**src/rtl/fcd_pkg.sv**
```systemverilog
package fcd_pkg;

   typedef enum logic [3:0] {
      OP_NONE      = 4'd0,
      OP_RESET     = 4'd1,
      OP_AUTOSEL   = 4'd2,
      OP_PROGRAM   = 4'd3,
      OP_CHIP_ERS  = 4'd4,
      OP_SECT_ERS  = 4'd5,
      OP_BYP_ENTER = 4'd6,
      OP_BYP_EXIT  = 4'd7,
      OP_SEC_ENTER = 4'd8,
      OP_SEC_EXIT  = 4'd9,
      OP_CFG_SET   = 4'd10,
      OP_CFG_READ  = 4'd11,
      OP_QUERY     = 4'd12,
      OP_SUSPEND   = 4'd13,
      OP_RESUME    = 4'd14
   } op_t;

   typedef enum logic [2:0] {
      M_ARRAY   = 3'd0,
      M_AUTOSEL = 3'd1,
      M_BYPASS  = 3'd2,
      M_SECURE  = 3'd3,
      M_ERASE   = 3'd4,
      M_SUSPEND = 3'd5
   } mode_t;

   typedef enum logic [3:0] {
      S_IDLE  = 4'd0,
      S_UNL1  = 4'd1,
      S_CMD   = 4'd2,
      S_DATA  = 4'd3,
      S_CFG   = 4'd4,
      S_ERS1  = 4'd5,
      S_ERS2  = 4'd6,
      S_ERS3  = 4'd7,
      S_BYPX  = 4'd8,
      S_SECX  = 4'd9
   } seq_t;

   localparam logic [7:0] B_UNLK1  = 8'hAA;
   localparam logic [7:0] B_UNLK2  = 8'h55;
   localparam logic [7:0] B_AUTO   = 8'h90;
   localparam logic [7:0] B_PROG   = 8'hA0;
   localparam logic [7:0] B_ERSPRE = 8'h80;
   localparam logic [7:0] B_BYPASS = 8'h20;
   localparam logic [7:0] B_SECURE = 8'h88;
   localparam logic [7:0] B_CFGSET = 8'hD0;
   localparam logic [7:0] B_CFGRD  = 8'hC6;
   localparam logic [7:0] B_CHIP   = 8'h10;
   localparam logic [7:0] B_SECT   = 8'h30;
   localparam logic [7:0] B_RESET  = 8'hF0;
   localparam logic [7:0] B_SUSP   = 8'hB0;
   localparam logic [7:0] B_QUERY  = 8'h98;
   localparam logic [7:0] B_ZERO   = 8'h00;

endpackage

```
**src/rtl/fcd_addr_match.sv**
```systemverilog
module fcd_addr_match #(
   parameter int CW = 12
) (
   input  logic [CW-1:0] addr_lo,
   output logic          hit_555,
   output logic          hit_2aa
);

   localparam int NPAT = 2;
   localparam logic [11:0] PAT0 = 12'h555;
   localparam logic [11:0] PAT1 = 12'h2AA;

   logic [NPAT-1:0] hits;

   for (genvar i = 0; i < NPAT; i++) begin : g_pat
      localparam logic [11:0] P = (i == 0) ? PAT0 : PAT1;
      if (CW > 12) begin : g_wide
         assign hits[i] = (addr_lo == {{(CW-12){1'b0}}, P});
      end else begin : g_exact
         assign hits[i] = (addr_lo == P[CW-1:0]);
      end
   end

   assign hit_555 = hits[0];
   assign hit_2aa = hits[1];

endmodule

```
**src/rtl/fcd_seq_fsm.sv**
```systemverilog
module fcd_seq_fsm
   import fcd_pkg::*;
(
   input  logic       clk,
   input  logic       rst_n,
   input  logic       wr_en,
   input  logic [7:0] wr_byte,
   input  logic       hit_555,
   input  logic       hit_2aa,
   input  logic       alg_done,
   output logic       issue,
   output op_t        issue_op,
   output mode_t      mode_q
);

   seq_t  seq_q, seq_n;
   mode_t mode_n;
   logic  sect_q, sect_n;

   always_comb begin
      seq_n    = seq_q;
      mode_n   = mode_q;
      sect_n   = sect_q;
      issue    = 1'b0;
      issue_op = OP_NONE;
      if (alg_done && mode_q == M_ERASE) begin
         mode_n = M_ARRAY;
      end
      if (wr_en) begin
         seq_n = S_IDLE;
         unique case (seq_q)
            S_IDLE: begin
               unique case (mode_q)
                  M_ARRAY, M_AUTOSEL, M_SECURE, M_SUSPEND: begin
                     if (wr_byte == B_UNLK1 && hit_555 && mode_q != M_AUTOSEL) begin
                        seq_n = S_UNL1;
                     end else if (wr_byte == B_RESET &&
                                  (mode_q == M_ARRAY || mode_q == M_AUTOSEL)) begin
                        issue = 1'b1; issue_op = OP_RESET; mode_n = M_ARRAY;
                     end else if (wr_byte == B_QUERY && hit_555 &&
                                  (mode_q == M_ARRAY || mode_q == M_AUTOSEL)) begin
                        issue = 1'b1; issue_op = OP_QUERY;
                     end else if (wr_byte == B_SECT && mode_q == M_SUSPEND) begin
                        issue = 1'b1; issue_op = OP_RESUME; mode_n = M_ERASE;
                     end
                  end
                  M_BYPASS: begin
                     if (wr_byte == B_PROG)      seq_n = S_DATA;
                     else if (wr_byte == B_AUTO) seq_n = S_BYPX;
                  end
                  M_ERASE: begin
                     if (wr_byte == B_SUSP && sect_q && !alg_done) begin
                        issue = 1'b1; issue_op = OP_SUSPEND; mode_n = M_SUSPEND;
                     end
                  end
                  default: ;
               endcase
            end
            S_UNL1: if (wr_byte == B_UNLK2 && hit_2aa) seq_n = S_CMD;
            S_CMD: begin
               if (hit_555) begin
                  unique case (mode_q)
                     M_ARRAY: begin
                        unique case (wr_byte)
                           B_AUTO:   begin issue = 1'b1; issue_op = OP_AUTOSEL;   mode_n = M_AUTOSEL; end
                           B_PROG:   seq_n = S_DATA;
                           B_ERSPRE: seq_n = S_ERS1;
                           B_BYPASS: begin issue = 1'b1; issue_op = OP_BYP_ENTER; mode_n = M_BYPASS; end
                           B_SECURE: begin issue = 1'b1; issue_op = OP_SEC_ENTER; mode_n = M_SECURE; end
                           B_CFGSET: seq_n = S_CFG;
                           B_CFGRD:  begin issue = 1'b1; issue_op = OP_CFG_READ; end
                           default: ;
                        endcase
                     end
                     M_SECURE: begin
                        if (wr_byte == B_PROG)      seq_n = S_DATA;
                        else if (wr_byte == B_AUTO) seq_n = S_SECX;
                     end
                     M_SUSPEND: if (wr_byte == B_PROG) seq_n = S_DATA;
                     default: ;
                  endcase
               end
            end
            S_DATA: begin issue = 1'b1; issue_op = OP_PROGRAM; end
            S_CFG:  begin issue = 1'b1; issue_op = OP_CFG_SET; end
            S_ERS1: if (wr_byte == B_UNLK1 && hit_555) seq_n = S_ERS2;
            S_ERS2: if (wr_byte == B_UNLK2 && hit_2aa) seq_n = S_ERS3;
            S_ERS3: begin
               if (wr_byte == B_CHIP && hit_555) begin
                  issue = 1'b1; issue_op = OP_CHIP_ERS; mode_n = M_ERASE; sect_n = 1'b0;
               end else if (wr_byte == B_SECT) begin
                  issue = 1'b1; issue_op = OP_SECT_ERS; mode_n = M_ERASE; sect_n = 1'b1;
               end
            end
            S_BYPX: if (wr_byte == B_ZERO) begin
               issue = 1'b1; issue_op = OP_BYP_EXIT; mode_n = M_ARRAY;
            end
            S_SECX: if (wr_byte == B_ZERO) begin
               issue = 1'b1; issue_op = OP_SEC_EXIT; mode_n = M_ARRAY;
            end
            default: ;
         endcase
      end
   end

   always_ff @(posedge clk or negedge rst_n) begin
      if (!rst_n) begin
         seq_q  <= S_IDLE;
         mode_q <= M_ARRAY;
         sect_q <= 1'b0;
      end else begin
         seq_q  <= seq_n;
         mode_q <= mode_n;
         sect_q <= sect_n;
      end
   end

endmodule

```
**src/rtl/fcd_cmd_reg.sv**
```systemverilog
module fcd_cmd_reg
   import fcd_pkg::*;
#(
   parameter int ADDR_W   = 22,
   parameter int DATA_W   = 16,
   parameter int SECT_LSB = 14,
   parameter int BANK_LSB = 18
) (
   input  logic                       clk,
   input  logic                       rst_n,
   input  logic                       issue,
   input  op_t                        issue_op,
   input  logic [ADDR_W-1:0]          addr,
   input  logic [DATA_W-1:0]          data,
   output logic                       cmd_valid,
   output op_t                        cmd_op,
   output logic [ADDR_W-1:0]          cmd_addr,
   output logic [DATA_W-1:0]          cmd_data,
   output logic [ADDR_W-SECT_LSB-1:0] cmd_sector,
   output logic [ADDR_W-BANK_LSB-1:0] cmd_bank
);

   always_ff @(posedge clk or negedge rst_n) begin
      if (!rst_n) begin
         cmd_valid <= 1'b0;
         cmd_op    <= OP_NONE;
         cmd_addr  <= '0;
         cmd_data  <= '0;
      end else begin
         cmd_valid <= issue;
         if (issue) begin
            cmd_op   <= issue_op;
            cmd_addr <= addr;
            cmd_data <= data;
         end
      end
   end

   assign cmd_sector = cmd_addr[ADDR_W-1:SECT_LSB];
   assign cmd_bank   = cmd_addr[ADDR_W-1:BANK_LSB];

endmodule

```
**src/rtl/flash_cmd_decoder.sv**
```systemverilog
module flash_cmd_decoder
   import fcd_pkg::*;
#(
   parameter int ADDR_W      = 22,
   parameter int DATA_W      = 16,
   parameter int SECT_LSB    = 14,
   parameter int BANK_LSB    = 18,
   parameter int UNLOCK_BITS = 12,
   parameter bit FULL_MATCH  = 1'b0
) (
   input  logic                       clk,
   input  logic                       rst_n,
   input  logic                       wr_en,
   input  logic [ADDR_W-1:0]          wr_addr,
   input  logic [DATA_W-1:0]          wr_data,
   input  logic                       alg_done,
   output logic                       cmd_valid,
   output logic [3:0]                 cmd_op,
   output logic [ADDR_W-1:0]          cmd_addr,
   output logic [DATA_W-1:0]          cmd_data,
   output logic [ADDR_W-SECT_LSB-1:0] cmd_sector,
   output logic [ADDR_W-BANK_LSB-1:0] cmd_bank,
   output logic [2:0]                 mode
);

   localparam int CW = FULL_MATCH ? ADDR_W : UNLOCK_BITS;

   if (UNLOCK_BITS < 12 || UNLOCK_BITS > ADDR_W) begin : g_bad_unlock
      $error("UNLOCK_BITS must lie between 12 and ADDR_W");
   end
   if (DATA_W < 8) begin : g_bad_data
      $error("DATA_W must be at least 8");
   end
   if (SECT_LSB > BANK_LSB || BANK_LSB >= ADDR_W) begin : g_bad_fields
      $error("need SECT_LSB <= BANK_LSB < ADDR_W");
   end

   logic  hit_555, hit_2aa, issue;
   op_t   issue_op, op_q;
   mode_t mode_q;

   fcd_addr_match #(.CW(CW)) u_match (
      .addr_lo (wr_addr[CW-1:0]),
      .hit_555 (hit_555),
      .hit_2aa (hit_2aa)
   );

   fcd_seq_fsm u_fsm (
      .clk      (clk),
      .rst_n    (rst_n),
      .wr_en    (wr_en),
      .wr_byte  (wr_data[7:0]),
      .hit_555  (hit_555),
      .hit_2aa  (hit_2aa),
      .alg_done (alg_done),
      .issue    (issue),
      .issue_op (issue_op),
      .mode_q   (mode_q)
   );

   fcd_cmd_reg #(
      .ADDR_W   (ADDR_W),
      .DATA_W   (DATA_W),
      .SECT_LSB (SECT_LSB),
      .BANK_LSB (BANK_LSB)
   ) u_out (
      .clk        (clk),
      .rst_n      (rst_n),
      .issue      (issue),
      .issue_op   (issue_op),
      .addr       (wr_addr),
      .data       (wr_data),
      .cmd_valid  (cmd_valid),
      .cmd_op     (op_q),
      .cmd_addr   (cmd_addr),
      .cmd_data   (cmd_data),
      .cmd_sector (cmd_sector),
      .cmd_bank   (cmd_bank)
   );

   assign cmd_op = op_q;
   assign mode   = mode_q;

endmodule

```
**config.mk**
```make
export PLATFORM = sky130hd
export DESIGN_NAME = flash_cmd_decoder
export DESIGN_NICKNAME = d
export VERILOG_FILES = /design/src/rtl/fcd_pkg.sv /design/src/rtl/fcd_addr_match.sv /design/src/rtl/fcd_seq_fsm.sv /design/src/rtl/fcd_cmd_reg.sv /design/src/rtl/flash_cmd_decoder.sv
export SDC_FILE = /design/constraint.sdc
export NUM_CORES = 1
export LEC_CHECK = 0
export BUFFER_PORTS_ARGS = -buffer_cell sky130_fd_sc_hd__buf_2
export CAP_MARGIN = 15
export CORE_MARGIN = 5
export CORE_UTILIZATION = 52
export CTS_CLUSTER_SIZE = 30
export DETAILED_ROUTE_END_ITERATION = 10
export PLACE_DENSITY = 0.78
export SLEW_MARGIN = 20
export SYNTH_ARGS = -nofsm -noshare
export SYNTH_HDL_FRONTEND = slang
export SYNTH_HIERARCHICAL = 1
export SYNTH_SLANG_ARGS = --single-unit
```
**constraint.sdc**
```tcl
create_clock -name clk -period 3.3 [get_ports clk]
set_input_delay 0.66 -clock clk [delete_from_list [all_inputs] [get_ports clk]]
set_output_delay 0.66 -clock clk [all_outputs]
set_load 0.01 [all_outputs]
```
==> impl_metrics.tcl, run 1 <==
set metrics [dict create \
    fp.dieW_um 89.32 \
    crit_path_end_kind "flop" \
    synth_edf_count 0 \
    clk_pin_slew_ns 0.10 \
    cp.arrival_ns 3.22 \
    slew_viol_final 0 \
    hold_class "in2async" \
    start_util_pct 52.43 \
    holdWs_ns 0.3408 \
    synthMuxAreaShare_pct 19.73 \
    critical_path.max_stage_delay_ns 0.54 \
    grt_max_degree 52 \
    ctsResizeCount 0 \
    cts_max_path_buffers 2 \
    tritoncts "yes" \
    postSynthCellCount 294 \
    fin_crit_sh_pct 91.38 \
    ys_types 63 \
    cts_root_buf "clkbuf_8" \
    required_ns 3.51 \
    worstSetupPathType "in2reg" \
    drt-total-wl_um 8624 \
    powerDensity_mw_per_mm2 326.2 \
    worst_pin_slew_ns 0.6429 \
    syn_area_mm2 0.003272 \
    reg2reg_from "u_fsm/seq_q[2]" \
    area.growth.synth_to_final_pct 16.71 \
    final_core_util_pct 61.19 \
    synth_top_cell_by_area "dfrtp_1" \
    hpwl_um 6175 \
    io_pins 100 \
    ys_seq_elements 51 \
    synthTopCellsByArea "dfrtp_1 39%, mux2_4 18%, buf_4 2.8%, buf_12 2.4%, nor3b_1 2.1%" \
    drc 0 \
    synth_warnings 6 \
    critPathCapture "u_out/cmd_op[1]" \
    setup_tns_ns 0 \
    core_area_mm2 0.006241 \
    place_congestion 0.9558 \
    r2r_cells 7 \
    outcome "completed" \
    dieArea_mm2 0.007978 \
    synth_top_family_by_area "simple AND/OR/NAND/NOR gates" \
    cts_hold_buffers 0 \
    synth_top_area_share_pct 39.01 \
    wl_per_cell_um 18.91 \
    path_cells "buf_2 > or4bb_1 > nor3_2 > buf_4 > and4b_1 > a31oi_1 > a41oi_1 > a21o_2 > buf_12 > mux2_2" \
    drive_gt1_share_pct 44.85 \
    max_freq_ghz 0.3316 \
    via_per_inst 6.090 \
    num_antenna_cells 0 \
    grt_pass1_wl_um 13320 \
    reg2reg_to "u_out/cmd_op[1]" \
    hold_viol 0 \
    ys.flop_type "dfrtp_1" \
    port_buffers 99 \
    rsz0062_at_grt "no" \
    place_area_mm2 0.003720 \
    synth_compound_area_share_pct 9.560 \
    ys_seq_area_share_pct 39.01 \
    fin_nets 420 \
    reg2reg_slack_ns 0.43 \
    synth_adder_area_share_pct 0 \
    fin_worst_skew_ns 0.01077 \
    power_leakage_uw 0.001912 \
    syn-num-nets 336 \
    post_cts_buffers 0 \
    grt-ovfl-total 0 \
    crit_path_top_delay_cell "or4bb_1" \
    htree_levels 2 \
    async_flop_share_pct 100.0 \
    synthSimpleGateAreaFrac_pct 23.17 \
    dr.pass1.iters 8 \
    total_power_uw 1246 \
    synthXorXnorAreaFrac_pct 0.8031 \
    max_slew_margin_pct 57.14 \
    fill_cells 534 \
    fin_crit_ns 3.015 \
    syn_avg_cell_area_um2 11.13 \
    insertion_delay_ns 0.31 \
    clock_sinks 51 \
    fin_area_mm2 0.003819 \
    drt_iter0_markers 475 \
    cts_made_buffers 5 \
    grt.total_usage_pct 21.53 \
    rows 29 \
    die_h_um 89.32 \
    grt_pass1_vias 2681 \
    ant_nets 0 \
    cp_max_fo 22 \
    drv_cap 0 \
    start_kind "input port" \
    ir_drop_v 0.0001751 \
    finalSetupViolations 0 \
    antenna_found_initial 0 \
    route.vias.total 2777 \
    crit_start "wr_addr[1]" \
]
## metal layers
| metal | vias up | part of all wire, % | track usage, % |
|---|---|---|---|
| met4 | 0 | 1.7 | 7.442 |
| met2 | 160 | 47 | 33.36 |
| met5 | - | 0 | 0 |
| met3 | 26 | 9.0 | 4.977 |
| li1 | 1260 | - | - |
| met1 | 1331 | 42 | 29.65 |
## area by class of cell
type / instances / area (um2) / share of cell area [%]
multi-input combinational: 208 / 1744 / 45.67
sequential: 51 / 1276 / 33.42
timing repair buffer: 108 / 590.6 / 15.47
tap: 77 / 96.34 / 2.523
clock buffer: 6 / 82.58 / 2.163
inverter: 4 / 15.01 / 0.3932
clock inverter: 2 / 13.76 / 0.3604
## logic make-up after synthesis
| family | after synthesis |
|---|---|
| xor+xnor | 3 |
| mux | 44 |
| simple gates | 113 |
| buf+inv | 35 |
| compound gates | 48 |
| flops | 51 |
## critical path: cells and delay by family
| family | cells | cell delay (ns) |
|---|---|---|
| AND/OR/NAND/NOR | 3 | 1.12 |
| AO/OA/AOI/OAI | 3 | 0.55 |
| buffers and inverters | 3 | 0.52 |
| multiplexers | 1 | 0.35 |
## metrics by stage
step / std cells / setup slack (ns)
2_1_floorplan: 294 / 0.2671
3_3_place_gp: 448 / 0.05711
3_5_place_dp: 448 / -0.0006675
4_1_cts: 456 / 0.3210
5_1_grt: 456 / 0.1308
6_report: 456 / 0.2846
## cells in the mapped netlist (3+ instances only)
master	instances
dfrtp_1	51
mux2_4	40
nor2_1	15
buf_4	12
nand2_1	12
a21oi_1	10
o21ai_0	10
clkbuf_1	9
nor3_1	9
nor3b_1	9
nand4_1	8
nor2b_1	7
and3_1	6
nand4b_1	6
a31oi_1	5
nand3_1	5
buf_12	4
inv_1	4
mux2_2	4
or4_1	4
and4_1	3
buf_2	3
nor4bb_1	3
## worst min path at each step
stage	startpoint	end	slack (ns)	cells past startpoint
6_report	rst_n	u_fsm/mode_q[2]	0.34	1
5_1_grt	rst_n	u_fsm/mode_q[2]	0.41	1
4_1_cts	u_out/cmd_data[12]	u_out/cmd_data[12]	0.52	1
3_5_place_dp	u_out/cmd_addr[13]	u_out/cmd_addr[13]	0.49	1
3_3_place_gp	u_out/cmd_data[15]	u_out/cmd_data[15]	0.49	1
2_1_floorplan	rst_n	u_fsm/mode_q[0]	0.36	0
## where the power goes
group / internal [uW] / switching (uW) / leakage [uW]
Combinational: 77.7 / 95.2 / 0.00115
Sequential: 637 / 40.4 / 0.000707
Clock: 172 / 223 / 0.0000516
Total: 887 / 359 / 0.00191
## sequential cells by signal (all words and copies together) (netlist names)
| register | count |
|---|---|
| u_out/cmd_addr | 22 |
| u_out/cmd_data | 16 |
| u_fsm/seq_q | 4 |
| u_out/cmd_op | 4 |
| u_fsm/mode_q | 3 |
| u_fsm/sect_q | 1 |
| u_out/cmd_valid | 1 |
## cell usage in the layout (no fill, tap or decap), types with 3 or more instances in the layout
master / Yosys / routed
nor3b_1: 9 / 9
nor2_1: 15 / 15
o21ai_0: 10 / 10
mux2_2: 4 / 4
nor4bb_1: 3 / 3
clkbuf_8: 0 / 6
nor2b_1: 7 / 7
a21oi_1: 10 / 10
nand2_1: 12 / 12
inv_1: 4 / 4
buf_4: 12 / 8
and3_1: 6 / 6
buf_2: 3 / 98
nand4b_1: 6 / 6
dfrtp_1: 51 / 51
nand4_1: 8 / 8
nand3_1: 5 / 5
and4_1: 3 / 3
nor3_1: 9 / 9
or4_1: 4 / 4
mux2_4: 40 / 40
a31oi_1: 5 / 5
Power figures use the tool's default switching activity.
==> run 2, diff against run 1 <==
BUFFER_PORTS_ARGS = -buffer_cell sky130_fd_sc_hd__buf_4   (was -buffer_cell sky130_fd_sc_hd__buf_2)
CORE_MARGIN = 8   (was 5)
SLEW_MARGIN = unset   (was 20)
==> impl_metrics.tcl, run 2 (same netlist as run 1, synthesis figures left out) <==
set metrics [dict create \
    outcome "completed" \
    fin_crit_ns 2.974 \
    rows 29 \
    grt.total_usage_pct 20.88 \
    worst_pin_slew_ns 0.6325 \
    fp.dieW_um 95.32 \
    grt-ovfl-total 0 \
    num_antenna_cells 0 \
    required_ns 3.50 \
    dpl_worst_slack_ns 0.009277 \
    power_leakage_uw 0.001940 \
    area.growth.synth_to_final_pct 24.44 \
    place_congestion 0.9514 \
    final_cell_mix "107 x buf_4, 51 x dfrtp_1, 40 x mux2_4" \
    fin_area_mm2 0.004071 \
    fin_crit_sh_pct 90.13 \
    wl_per_cell_um 20.55 \
    cts_root_buf "clkbuf_8" \
    drc 0 \
    dr.pass1.iters 5 \
    largestRegisters "u_out/cmd_addr: 22 flops, u_out/cmd_data: 16 flops" \
    htree_levels 2 \
    finalSetupViolations 0 \
    slew_viol_final 0 \
    drive_gt1_share_pct 45.00 \
    hold_viol 0 \
    cts_max_path_buffers 2 \
    max_freq_ghz 0.3362 \
    start_util_pct 52.73 \
    max_slew_margin_pct 57.83 \
    worst_slack_ns 0.3258 \
    cp_max_fo 22 \
    ctsResizeCount 0 \
    worstSetupPathType "in2reg" \
    ant_nets 0 \
    fin_worst_skew_ns 0.008693 \
    cts_made_buffers 5 \
    powerDensity_mw_per_mm2 310.0 \
    via_per_inst 6.013 \
    grt_pass1_vias 2901 \
    core_area_mm2 0.006205 \
    place_area_mm2 0.003975 \
    insertion_delay_ns 0.31 \
    route.vias.total 2748 \
    drt_iter0_markers 268 \
    hpwl_um 7021 \
    io_pins 100 \
    grt_pass1_wl_um 14840 \
    clk_pin_slew_ns 0.10 \
    grt_max_degree 52 \
    tritoncts "yes" \
    cts_hold_buffers 0 \
    drt-total-wl_um 9391 \
    die_h_um 95.32 \
    rsz0062_at_grt "no" \
    setup_tns_ns 0 \
    cp.arrival_ns 3.17 \
    drv_cap 0 \
    final_common_cell "buf_4" \
    top_register "u_out/cmd_addr" \
    largest_reg_flops 22 \
    fin_nets 421 \
    dieArea_mm2 0.009086 \
    start_kind "input port" \
    clock_sinks 51 \
    crit_path_end_kind "flop" \
    ir_drop_v 0.0002160 \
    post_cts_buffers 0 \
    hold_class "in2async" \
    antenna_found_initial 0 \
    final_core_util_pct 65.62 \
    port_buffers 99 \
]
## run 2: final timing paths
kind,startpoint,endpoint,slack [ns],cells after the start
max in group asynchronous,rst_n,u_fsm/seq_q[3],2.51,1
worst min register to register,u_out/cmd_data[8],u_out/cmd_data[8],0.52,1
worst max register to register,u_fsm/seq_q[0],u_out/cmd_op[1],0.43,7
worst max-delay path,wr_addr[1],u_out/cmd_op[1],0.33,11
worst min-delay path,rst_n,u_fsm/mode_q[0],0.35,1
min in group clk,u_out/cmd_data[8],u_out/cmd_data[8],0.52,1
## run 2: area by class of cell
cell class	count	area [um2]
inverter	4	15.01
sequential	51	1276
timing repair buffer	109	843.3
multi-input combinational	208	1744
fill	495	2133
clock buffer	5	68.82
clock inverter	3	27.53
tap	77	96.34
## run 2: per-stage QoR
stage          power (uW)  instances  hold WS (ns)
5_1_grt              1328        457        0.4043
3_3_place_gp        885.3        449        0.4969
3_5_place_dp        887.2        449        0.4942
6_report             1262        457        0.3468
2_1_floorplan       772.8        294        0.3644
4_1_cts              1274        457        0.3845
## run 2: layer usage
metal | track usage [%] | part of all wire [%]
met4 | 7.802 | 2.2
met5 | 0 | 0
met3 | 4.803 | 7.3
met2 | 34.35 | 49
met1 | 26.08 | 41
## run 2: worst max-delay path, stage by stage
cell and delay, ns:
buf_4 0.12, or4bb_1 0.52, nor3_2 0.20, buf_4 0.18, nor3b_1 0.17, and4_1 0.24
o41ai_1 0.08, a41oi_1 0.25, a21o_2 0.19, buf_12 0.21, mux2_2 0.35
## run 2: where the power goes
group | leakage (uW) | switching [uW] | internal, uW
registers | 0.000707 | 28.5 | 637
clock network | 0.0000463 | 229 | 156
logic | 0.00119 | 106 | 105
total | 0.00194 | 364 | 898
